**config.mk**
```make
export PLATFORM = sky130hd
export DESIGN_NAME = mrt_ctl
export DESIGN_NICKNAME = d
export VERILOG_FILES = /design/src/rtl/mrt_pkg.sv /design/src/rtl/mrt_mode_ctl.sv /design/src/rtl/mrt_mark_reg.sv /design/src/rtl/mrt_flag_ovr.sv /design/src/rtl/mrt_ctl.sv
export SDC_FILE = /design/constraint.sdc
export NUM_CORES = 1
export LEC_CHECK = 0
export ABC_AREA = 0
export BUFFER_PORTS_ARGS = -buffer_cell sky130_fd_sc_hd__clkbuf_2
export CELL_PAD_IN_SITES_DETAIL_PLACEMENT = 0
export CELL_PAD_IN_SITES_GLOBAL_PLACEMENT = 1
export CORE_MARGIN = 4
export CORE_UTILIZATION = 32
export CTS_CLUSTER_DIAMETER = 30
export CTS_CLUSTER_SIZE = 10
export DETAILED_ROUTE_END_ITERATION = 10
export PLACE_DENSITY = 0.79
export SLEW_MARGIN = 20
export SYNTH_ARGS = -nofsm -noshare
export SYNTH_HDL_FRONTEND = slang
export SYNTH_HIERARCHICAL = 1
export SYNTH_SLANG_ARGS = --single-unit
```
**constraint.sdc**
```tcl
create_clock -name rclk -period 1.75 [get_ports rclk]
set_input_delay 0.2625 -clock rclk [delete_from_list [all_inputs] [get_ports rclk]]
set_output_delay 0.2625 -clock rclk [all_outputs]
set_load 0.01 [all_outputs]
```
**src/rtl/mrt_pkg.sv**
```systemverilog
package mrt_pkg;
  typedef enum logic [1:0] {
    OV_IDLE    = 2'd0,
    OV_HOLD    = 2'd1,
    OV_PRELOAD = 2'd2
  } ovr_state_e;
endpackage

```
**src/rtl/mrt_mode_ctl.sv**
```systemverilog
module mrt_mode_ctl (
  input  logic clk,
  input  logic rst_n,
  input  logic mark,
  output logic capture,
  output logic rt_mode
);
  logic armed_q;
  logic mark_lo_q;

  // a mark is only taken when replay mode is not already running
  assign capture = mark & ~rt_mode;
  assign rt_mode = armed_q & ~mark_lo_q;

  always_ff @(posedge clk or negedge rst_n) begin
    if (!rst_n) begin
      armed_q <= 1'b0;
    end else if (capture) begin
      armed_q <= 1'b1;
    end else if (mark_lo_q && !mark) begin
      armed_q <= 1'b0;
    end
  end

  // exit is decided on the falling edge
  always_ff @(negedge clk or negedge rst_n) begin
    if (!rst_n) begin
      mark_lo_q <= 1'b1;
    end else begin
      mark_lo_q <= ~mark;
    end
  end
endmodule

```
**src/rtl/mrt_mark_reg.sv**
```systemverilog
module mrt_mark_reg #(
  parameter int ADDR_W = 10
) (
  input  logic              clk,
  input  logic              rst_n,
  input  logic              capture,
  input  logic [ADDR_W-1:0] rd_ptr,
  output logic [ADDR_W-1:0] mark_addr
);
  localparam logic [ADDR_W-1:0] ONE = ADDR_W'(1);

  always_ff @(posedge clk or negedge rst_n) begin
    if (!rst_n) begin
      mark_addr <= '0;
    end else if (capture) begin
      mark_addr <= rd_ptr - ONE;
    end
  end
endmodule

```
**src/rtl/mrt_flag_ovr.sv**
```systemverilog
module mrt_flag_ovr
  import mrt_pkg::*;
(
  input  logic clk,
  input  logic rst_n,
  input  logic rt_mode,
  input  logic rt_n,
  input  logic fwft_mode,
  output logic ef_hold_low,
  output logic ordy_hold_high,
  output logic preload_req
);
  ovr_state_e state_q;
  ovr_state_e state_d;
  logic       rt_valid;

  assign rt_valid = rt_mode & ~rt_n;

  always_comb begin
    state_d = state_q;
    unique case (state_q)
      OV_IDLE:    if (rt_valid) state_d = OV_HOLD;
      OV_HOLD:    if (rt_n) state_d = fwft_mode ? OV_PRELOAD : OV_IDLE;
      OV_PRELOAD: state_d = rt_valid ? OV_HOLD : OV_IDLE;
      default:    state_d = OV_IDLE;
    endcase
  end

  always_ff @(posedge clk or negedge rst_n) begin
    if (!rst_n) begin
      state_q <= OV_IDLE;
    end else begin
      state_q <= state_d;
    end
  end

  assign ef_hold_low    = (state_q == OV_HOLD) & ~fwft_mode;
  assign ordy_hold_high = (state_q == OV_HOLD) &  fwft_mode;
  assign preload_req    = (state_q == OV_PRELOAD);
endmodule

```
**src/rtl/mrt_ctl.sv**
```systemverilog
module mrt_ctl #(
  parameter int ADDR_W = 10
) (
  input  logic              rclk,
  input  logic              mrst_n,
  input  logic              prst_n,
  input  logic              mark,
  input  logic              rt_n,
  input  logic              fwft_mode,
  input  logic [ADDR_W-1:0] rd_ptr,
  input  logic [ADDR_W-1:0] wr_ptr,
  output logic              rd_load,
  output logic [ADDR_W-1:0] rd_load_addr,
  output logic              wr_hold,
  output logic              ef_hold_low,
  output logic              ordy_hold_high,
  output logic              preload_req
);
  logic rst_all_n;
  logic capture;
  logic rt_mode;

  assign rst_all_n = mrst_n & prst_n;

  mrt_mode_ctl u_mode (
    .clk     (rclk),
    .rst_n   (rst_all_n),
    .mark    (mark),
    .capture (capture),
    .rt_mode (rt_mode)
  );

  mrt_mark_reg #(.ADDR_W(ADDR_W)) u_mark (
    .clk       (rclk),
    .rst_n     (rst_all_n),
    .capture   (capture),
    .rd_ptr    (rd_ptr),
    .mark_addr (rd_load_addr)
  );

  mrt_flag_ovr u_ovr (
    .clk            (rclk),
    .rst_n          (rst_all_n),
    .rt_mode        (rt_mode),
    .rt_n           (rt_n),
    .fwft_mode      (fwft_mode),
    .ef_hold_low    (ef_hold_low),
    .ordy_hold_high (ordy_hold_high),
    .preload_req    (preload_req)
  );

  assign rd_load = rt_mode & ~rt_n;
  assign wr_hold = rt_mode & (wr_ptr == rd_load_addr);
endmodule

```
==> results of run 1 <==
-- what timing repair did --
action / 4_1_cts / 5_1_grt
resized for setup: 6 / 9
pin swaps: 4 / 0
setup endpoints to repair: 14 / 14
setup buffers: 0 / 1
hold endpoints to repair: 0 / 0
-- stage by stage --
step / util / setup slack (ns) / area, um2
6_report: 0.499 / -0.602 / 1250
5_1_grt: 0.499 / -0.678 / 1250
4_1_cts: 0.479 / -0.653 / 1200
3_5_place_dp: 0.461 / -0.361 / 1150
3_3_place_gp: 0.461 / -0.337 / 1150
2_1_floorplan: - / -0.357 / 861
-- cells in the mapped netlist --
cell type	n	area [um2]
dfrtp_1	13	325
xnor2_1	12	105
nor2_1	9	33.8
inv_1	6	22.5
a31oi_1	5	31.3
nand2b_1	4	25.0
or3_1	4	25.0
a21oi_1	3	15.0
o21ai_1	3	15.0
and2_1	2	12.5
clkbuf_1	2	7.51
nand4_1	2	12.5
nor2b_1	2	12.5
o31ai_1	2	15.0
or4_1	2	15.0
and3b_1	1	8.76
dfstp_2	1	26.3
ha_1	1	12.5
mux2_1	1	11.3
mux2i_1	1	10.0
nand3_1	1	5.00
nor2b_4	1	13.8
nor3_1	1	5.00
nor3_2	1	10.0
o211ai_1	1	7.51
o311ai_1	1	8.76
or2_1	1	6.26
or2_2	1	6.26
or3_4	1	11.3
or4_4	1	11.3
or4b_4	1	13.8
-- metal layers --
layer | vias to the layer above | track usage
li1 | 411 | -
met1 | 377 | 0.168
met2 | 27 | 0.212
met3 | 2 | 0.0240
met4 | 0 | 0.0583
met5 | - | 0
-- how the worst max path moves through the flow --
stage                      from                  end  slack (ns)
6_report       u_mode/mark_lo_q              wr_hold       -0.60
5_1_grt        u_mode/mark_lo_q              wr_hold       -0.68
4_1_cts        u_mode/mark_lo_q              wr_hold       -0.65
3_5_place_dp   u_mode/mark_lo_q  u_mark/mark_addr[0]       -0.36
3_3_place_gp   u_mode/mark_lo_q  u_mark/mark_addr[0]       -0.34
2_1_floorplan  u_mode/mark_lo_q  u_mark/mark_addr[0]       -0.36
-- sequential cells by signal, indices dropped and copies added (netlist names) --
name	count
u_mode/armed_q	1
u_mark/mark_addr	10
u_ovr/state_q	2
u_mode/mark_lo_q	1
-- area by class of cell --
type,count,share of cell area
clock buffer,4,0.0210
clock inverter,1,0.00301
inverter,5,0.0150
multi-input combinational,65,0.411
sequential,14,0.282
tap,30,0.0301
timing repair buffer,51,0.238
-- worst max-delay path: stages (launching register included) --
cell     delay, ns
dfstp_2       0.36
nor2b_4       0.12
nand4_1       0.12
nor3_2        0.14
buf_2         0.15
-- cells by family after synthesis --
group                    Yosys count  share of synthesized area
multiplexers                       2                     0.0253
AND/OR/NAND/NOR                   35                      0.271
buffers and inverters              8                     0.0357
flip-flops                        14                      0.418
adder cells (fa/ha/maj)            1                     0.0149
XOR/XNOR                          12                      0.125
AO/OA/AOI/OAI                     15                      0.110
-- power by group --
part           switching (mW)  internal (mW)  leakage, nW
sequential             0.0413          0.364        0.169
combinational           0.132          0.150        0.394
clock                   0.100         0.0910       0.0203
total                   0.274          0.605        0.583
==> results.toml, run 1 <==
[layout]
multi_input_area_um2 = 513
area_growth_pct = 48.5
layout_common_cells = "clkbuf_2 (39), dfrtp_1 (13), xnor2_1 (12), buf_4 (7), inv_1 (6)"
antennaDiodeCount = 0
seqCellArea_um2 = 352
layout-drive-gt1-share = 0.514
fill_cells = 256
final_common_cell = "clkbuf_2"
stdcell_count = 170
final_nets = 168

[detailed_routing]
wire_per_inst_um = 12.5
wl_met3_um = 122
drtPass1Iterations = 4
vias_per_cell = 4.81
drc_errors = 0
met2_length_um = 1020
ant_nets = 0
initialDrtViolationCount = 18
vias = 817
drt_wl_total_um = 2120
wl_met1_um = 949
highest_layer = "met4"

[cts]
clock_path_buffers = 2
clk_pin_slew_ns = 0.09
clk_latency_ns = 0.32
numCtsBuffers = 3
cts_tree = "built"
cts-hold-fix-buffers = 0
htreeDepth = 1
clock-sinks = 14
cts_root_buf = "clkbuf_4"

[sta]
worst_slack_ns = -0.602
fin_setup_tns_ns = -6.15
finalHoldWorstSlack_ns = 0.0963
fin_skew_ns = 0.0549
hold_viol_final = 0
rsz0062_at_grt = "true"
slew_violations = 0
setup_viol = 14
slew_headroom = 0.717
tightest_slew_ns = 0.421

[run_status]
status = "finished, violations left"
violations = "setup timing"

[logic_synthesis]
synth_cells = 87
yosys_warnings = 6
syn_avg_cell_area_um2 = 9.66
syn_area_um2 = 841
ys_seq_area_frac = 0.418
synthesis.nets = 114
synth_seq_cells = 14
netlist-cell-type-count = 31

[worst_setup_path]
worst_r2r_path_depth = 5
arrival_ns = 2.09
r2r-end = "u_mark/mark_addr[0]"
r2r-start = "u_mode/mark_lo_q"
rrSetupSlack_ns = -0.51
cp-start-kind = "register"
required_ns = 1.49
crit_type = "reg -> out"
crit_path_end_kind = "primary output"
worst-path-max-fanout = 4

[global_routing]
gr-total-overflow = 0
grt_pass1_wl_um = 3510
antenna_found_initial = 0
grt_max_degree = 14
grt_pass1_vias = 807
grt_usage = 0.131

[placed_design]
dpl.cell_count = 165
dpl.hpwl_um = 1790
gp_congestion = 0.728
io_buffer_count = 40

[power_and_ir_drop]
p_leak_nw = 0.583
power_density_nw_per_um2 = 703
power_mw = 0.878
peakVddDrop_uv = 319

[floorplan]
start_util = 0.336
core_area_um2 = 2500
die_h_um = 59.3
die_w_um = 59.3
num_io_pins = 41
core.rowCount = 18
die_area_um2 = 3510

[job]
cap_viol_max_count = 0

[min_path]
worstHoldPathType = "in -> async"
(Power assumes the default switching activity.)
==> inputs of run 2 (changes only) <==
- CORE_UTILIZATION: 32 -> 34
- PLACE_DENSITY: 0.79 -> 0.83
- clock period: 1.75 -> 2.95 ns (I/O delays scaled with it)
==> run 2 against run 1 <==
  * The run still ends with setup timing left
  * Largest power group unchanged
  * Sequential power shrank 41%
  * Global-route usage grew 0.32 points
  * Register-to-register slack improved by 0.55 ns
  * Clock-buffer cell count stayed put
  * Routed wire length shrank 3.2%
  * Final area fell by 6.2%
  * Critical path type unchanged
==> results.toml, run 2 (synthesis results as in run 1) <==
[sta]
rsz0062_at_grt = "true"
slew_headroom = 0.835
finalHoldWorstSlack_ns = 0.236
slew_violations = 0
fin_skew_ns = 0.0567
worst_slack_ns = -0.131
setup_viol = 2
hold_viol_final = 0
tightest_slew_ns = 0.248

[placed_design]
io_buffer_count = 40
pre_cts_slack_ns = 0.0816
dpl.hpwl_um = 1700
gp_congestion = 0.766
dpl.cell_count = 156

[floorplan]
num_io_pins = 41
die_area_um2 = 3330
core_area_um2 = 2280
start_util = 0.369
die_w_um = 57.7
die_h_um = 57.7
core.rowCount = 17

[layout]
area_growth_pct = 39.3
final_nets = 164
layout_common_cells = "clkbuf_2 (38), dfrtp_1 (13), xnor2_1 (12), nor2_1 (8), inv_1 (6)"
largestRegisters = "u_mark/mark_addr (10), u_ovr/state_q (2)"
largest_register = "u_mark/mark_addr"
stdcell_count = 164
largest_reg_flops = 10
final_util = 0.515
layout-drive-gt1-share = 0.441
antennaDiodeCount = 0
fill_cells = 225
final_common_cell = "clkbuf_2"

[global_routing]
grt_pass1_vias = 795
grt_usage = 0.134
gr-total-overflow = 0
grt_max_degree = 14
antenna_found_initial = 0
grt_pass1_wl_um = 3490

[detailed_routing]
vias_per_cell = 4.87
drc_errors = 0
wire_per_inst_um = 12.5
drt_wl_total_um = 2050
ant_nets = 0
vias = 798
initialDrtViolationCount = 9
drtPass1Iterations = 2

[cts]
htreeDepth = 1
clk_latency_ns = 0.32
clock-sinks = 14
cts_tree = "built"
cts-hold-fix-buffers = 0
clk_pin_slew_ns = 0.08
cts_root_buf = "clkbuf_4"
clock_path_buffers = 2
numCtsBuffers = 3

[power_and_ir_drop]
peakVddDrop_uv = 191
p_comb_frac = 0.303
swShare = 0.307
p_seq_frac = 0.474
power_density_nw_per_um2 = 430
internal_power_mw = 0.349
clockPowerShare = 0.223
p_sw_mw = 0.155
p_leak_nw = 0.559

[run_status]
violations = "setup timing"
status = "finished, violations left"

[worst_setup_path]
cp_cell_sequence = "nor2b_4, nand4_1, nor3_2, buf_2"
worst_r2r_path_depth = 5
slowest_delay_ns = 0.36
worst-path-max-fanout = 3
setup.worst_path.start = "u_mode/mark_lo_q"
cp-start-kind = "register"
crit_type = "reg -> out"
r2r-start = "u_mode/mark_lo_q"
arrival_ns = 2.64
crit_path_end_kind = "primary output"
slowest_stage = "dfstp_2"
required_ns = 2.51

[job]
cap_viol_max_count = 0

[min_path]
worstHoldPathType = "in -> async"
run 2: per-stage QoR:
step	TNS (ns)	total power, mW	area [um2]
CTS	-0.289	0.503	1130
floorplan	0	0.324	842
global route	-0.457	0.540	1170
detailed placement	0	0.389	1090
finish	-0.239	0.504	1170
global placement	0	0.386	1090
run 2: path summary, 6_finish.rpt:
kind,end,slack (ns)
hold / removal,u_mark/mark_addr[7],0.24
setup / recovery,wr_hold,-0.13
hold reg to reg,u_mark/mark_addr[1],0.57
setup reg to reg,u_mark/mark_addr[0],0.04
min in group rclk,u_ovr/state_q[0],0.34
max in group asynchronous,u_mode/mark_lo_q,1.26
run 2: layer usage:
metal | GRT usage | wire length (um)
met1 | 0.164 | 829
met2 | 0.231 | 1090
met3 | 0.0134 | 102
met4 | 0.0695 | 27
met5 | 0 | 0
run 2: cell type report:
| cell class | count | area (um2) | share of cell area |
|---|---|---|---|
| Multi-Input combinational cell | 65 | 478 | 0.408 |
| Inverter | 5 | 18.8 | 0.0160 |
| Clock buffer | 4 | 26.3 | 0.0224 |
| Sequential cell | 14 | 352 | 0.300 |
| Tap cell | 28 | 35.0 | 0.0299 |
| Timing Repair Buffer | 47 | 258 | 0.220 |
| Clock inverter | 1 | 3.75 | 0.00321 |
run 2: power groups by stage:
stage	Clock, mW	Sequential (mW)	Combinational (mW)
floorplan	0.00424	0.248	0.0714
global placement	0.00424	0.242	0.140
detailed placement	0.00424	0.243	0.142
CTS	0.118	0.239	0.147
global route	0.128	0.243	0.169
finish	0.112	0.239	0.153
run 2: critical path: cells and delay by family (launching register included):
kind / cells / cell delay [ns]
flops: 1 / 0.36
simple gates: 3 / 0.33
buf+inv: 1 / 0.14
run 2: what timing repair did:
action                                  CTS  global route
endpoints found under the setup margin    2             8
setup buffers                             1             3
resized for setup                         1             7
pin swaps                                 1             1
cloned                                    0             1
==> inputs of run 3 (changes only) <==
- ABC_AREA: 0 -> 1
- CORE_MARGIN: 4 -> not set
- PLACE_DENSITY: 0.83 -> 0.85
==> run 3 against run 2 <==
  * Synthesized cell count rose by 72%
  * Final area rose by 10%
  * Largest cell class unchanged
  * Global-route usage rose by 1.4 points
  * Power fell by 0.22%
  * The flow still finishes with violations (setup timing)
  * Clock-buffer cell count did not move
  * Critical path depth rose by 4
  * Die area fell by 5.7%
  * Largest power group unchanged
==> results.toml, run 3 <==
[cts]
clock_path_buffers = 2
clk_pin_slew_ns = 0.08
numCtsBuffers = 3
postCtsSetupRepairBufs = 0
cts-hold-fix-buffers = 0
clk_latency_ns = 0.32
cts_root_buf = "clkbuf_4"
htreeDepth = 1
cts_tree = "built"
clock-sinks = 14

[logic_synthesis]
synthesis.nets = 177
netlist-cell-type-count = 23
synth_cells = 150
synth_top_area_frac = 0.327
synthTopCellsByArea = "dfrtp_1 (33%), nand2_1 (15%), inv_1 (11%)"
yosys.area_share.simple = 0.387
synth_largest_area_cell = "dfrtp_1"
yosys_warnings = 6
synth-compound-area-share = 0.0957
synth-xor-area-share = 0.00882
yosys-top-cells-count = "nand2_1 (41), inv_1 (30), nor2_1 (18)"
synth_top_family_by_area = "simple AND/OR/NAND/NOR gates"
muxShareOfSynthArea = 0
async_reset_ff_frac = 1.00
synth_seq_cells = 14
ys_seq_area_frac = 0.354
synth-adder-area-share = 0.0126
synthFlopType = "dfrtp_1"
syn_area_um2 = 993
yosysMostFrequentCell = "nand2_1"
synth_edf_count = 0
syn_avg_cell_area_um2 = 6.62

[power_and_ir_drop]
peakVddDrop_uv = 157
p_comb_frac = 0.302
p_leak_nw = 0.758
power_mw = 0.503
p_seq_frac = 0.474
power_density_nw_per_um2 = 390
internal_power_mw = 0.335
clockPowerShare = 0.223
p_sw_mw = 0.168
swShare = 0.334

[min_path]
worstHoldPathType = "in -> async"

[global_routing]
grt_pass1_wl_um = 3730
grt_usage = 0.148
gr-total-overflow = 0
grt_max_degree = 14
antenna_found_initial = 0
grt_pass1_vias = 911

[floorplan]
core_area_um2 = 2760
die_area_um2 = 3140
start_util = 0.360
core.rowCount = 19
num_io_pins = 41
die_w_um = 56.1
die_h_um = 56.1

[worst_setup_path]
crit_path_end_kind = "primary output"
setup.worst_path.start = "u_mode/mark_lo_q"
required_ns = 2.51
rrSetupSlack_ns = 0.08
crit_type = "reg -> out"
worst-path-max-fanout = 2
cp-start-kind = "register"
worst_r2r_path_depth = 6
crit_end = "wr_hold"
r2r-end = "u_mark/mark_addr[3]"
r2r-start = "u_mode/mark_lo_q"
arrival_ns = 2.81

[placed_design]
dpl.cell_count = 224
dpl.hpwl_um = 1860
gp_congestion = 0.832
io_buffer_count = 40
placed_cell_area_um2 = 1250

[sta]
slew_headroom = 0.874
worst_slack_ns = -0.298
setup_viol = 2
rsz0062_at_grt = "true"
fin_skew_ns = 0.0563
fin_setup_tns_ns = -0.464
tightest_slew_ns = 0.186
hold_viol_final = 0
slew_violations = 0
finalHoldWorstSlack_ns = 0.220

[layout]
final_area_um2 = 1290
antennaDiodeCount = 0
area_growth_pct = 29.7
largest_reg_flops = 10
fill_cells = 296
final_nets = 225
layout-drive-gt1-share = 0.365
layout_common_cells = "nand2_1 (41), clkbuf_2 (38), inv_1 (29), nor2_1 (16), dfrtp_1 (13)"
largest_register = "u_mark/mark_addr"
largestRegisters = "u_mark/mark_addr (10), u_ovr/state_q (2)"
final_common_cell = "nand2_1"
stdcell_count = 228

[detailed_routing]
drtPass1Iterations = 4
drc_errors = 0
ant_nets = 0
vias = 1028
initialDrtViolationCount = 23
vias_per_cell = 4.51
drt_wl_total_um = 2170
wire_per_inst_um = 9.50

[run_status]
violations = "setup timing"
status = "finished, violations left"

[job]
cap_viol_max_count = 0
## run 3: cell count changes after synthesis, moves of 4 or more
cell,change
inv_1,+24
nor2_2,+4
nand2_1,+41
nand2_2,+6
nor2_1,+9
xnor2_1,-11
or3_1,-4
nand3_1,+4
nand2b_1,-4
o21ai_0,+7
## run 3: cell type report
class / instances / area, um2 / share of cell area
clock buffers: 4 / 26.3 / 0.0204
repair buffers: 44 / 234 / 0.182
well taps: 31 / 38.8 / 0.0301
multi-input cells: 101 / 510 / 0.396
flip-flops and latches: 14 / 352 / 0.273
inverters: 33 / 124 / 0.0961
clock inverters: 1 / 3.75 / 0.00291
## run 3: power groups by stage
stage / clock network [mW] / logic [mW] / registers (mW)
after floorplan: 0.00424 / 0.0813 / 0.246
final: 0.112 / 0.152 / 0.238
after detailed placement: 0.00424 / 0.151 / 0.242
after global placement: 0.00424 / 0.148 / 0.242
after global routing: 0.127 / 0.173 / 0.243
after CTS: 0.119 / 0.152 / 0.239
## run 3: logic make-up (layout without fill, tap and decap cells)
| group | Yosys count | count (layout) |
|---|---|---|
| and+or+nand+nor | 83 | 83 |
| buffers and inverters | 35 | 82 |
| AOI/OAI and AO/OA | 16 | 16 |
| DFF | 14 | 14 |
| adders and majority gates | 1 | 1 |
| xor gates and xnor gates | 1 | 1 |
## run 3: stage by stage
stage,util,setup slack [ns]
6_report,0.467,-0.298
5_1_grt,0.467,-0.420
4_1_cts,0.463,-0.332
3_5_place_dp,0.453,-0.0371
3_3_place_gp,0.453,-0.0152
2_1_floorplan,-,0.0675
## run 3: per-layer routing
metal  track usage  part of all wire
met4        0.0732            0.0092
met2         0.243              0.47
met1         0.198              0.48
met3       0.00698             0.032
met5             0                 0
## run 3: how the worst min path moves through the flow
stage | startpoint | endpoint | depth (start not counted)
3_3_place_gp | prst_n | u_ovr/state_q[0] | 4
6_report | prst_n | u_mode/armed_q | 4
5_1_grt | prst_n | u_ovr/state_q[1] | 4
4_1_cts | prst_n | u_mode/armed_q | 4
2_1_floorplan | prst_n | u_mark/mark_addr[0] | 2
3_5_place_dp | u_mark/mark_addr[1] | u_mark/mark_addr[1] | 2
## run 3: worst max-delay path, cell delays in order, from the launching register on
cell	delay (ns)
dfstp_2	0.55
nor2_4	0.04
inv_2	0.06
nor2_1	0.04
nand2_1	0.07
nor2_2	0.03
nand2_1	0.06
nor2_1	0.04
buf_2	0.13
## run 3: repair_timing
action / 4_1_cts / 5_1_grt
pin swaps: 5 / 1
endpoints found under the setup margin: 2 / 5
gates resized for setup: 1 / 7
endpoints found under the hold margin: 0 / 0
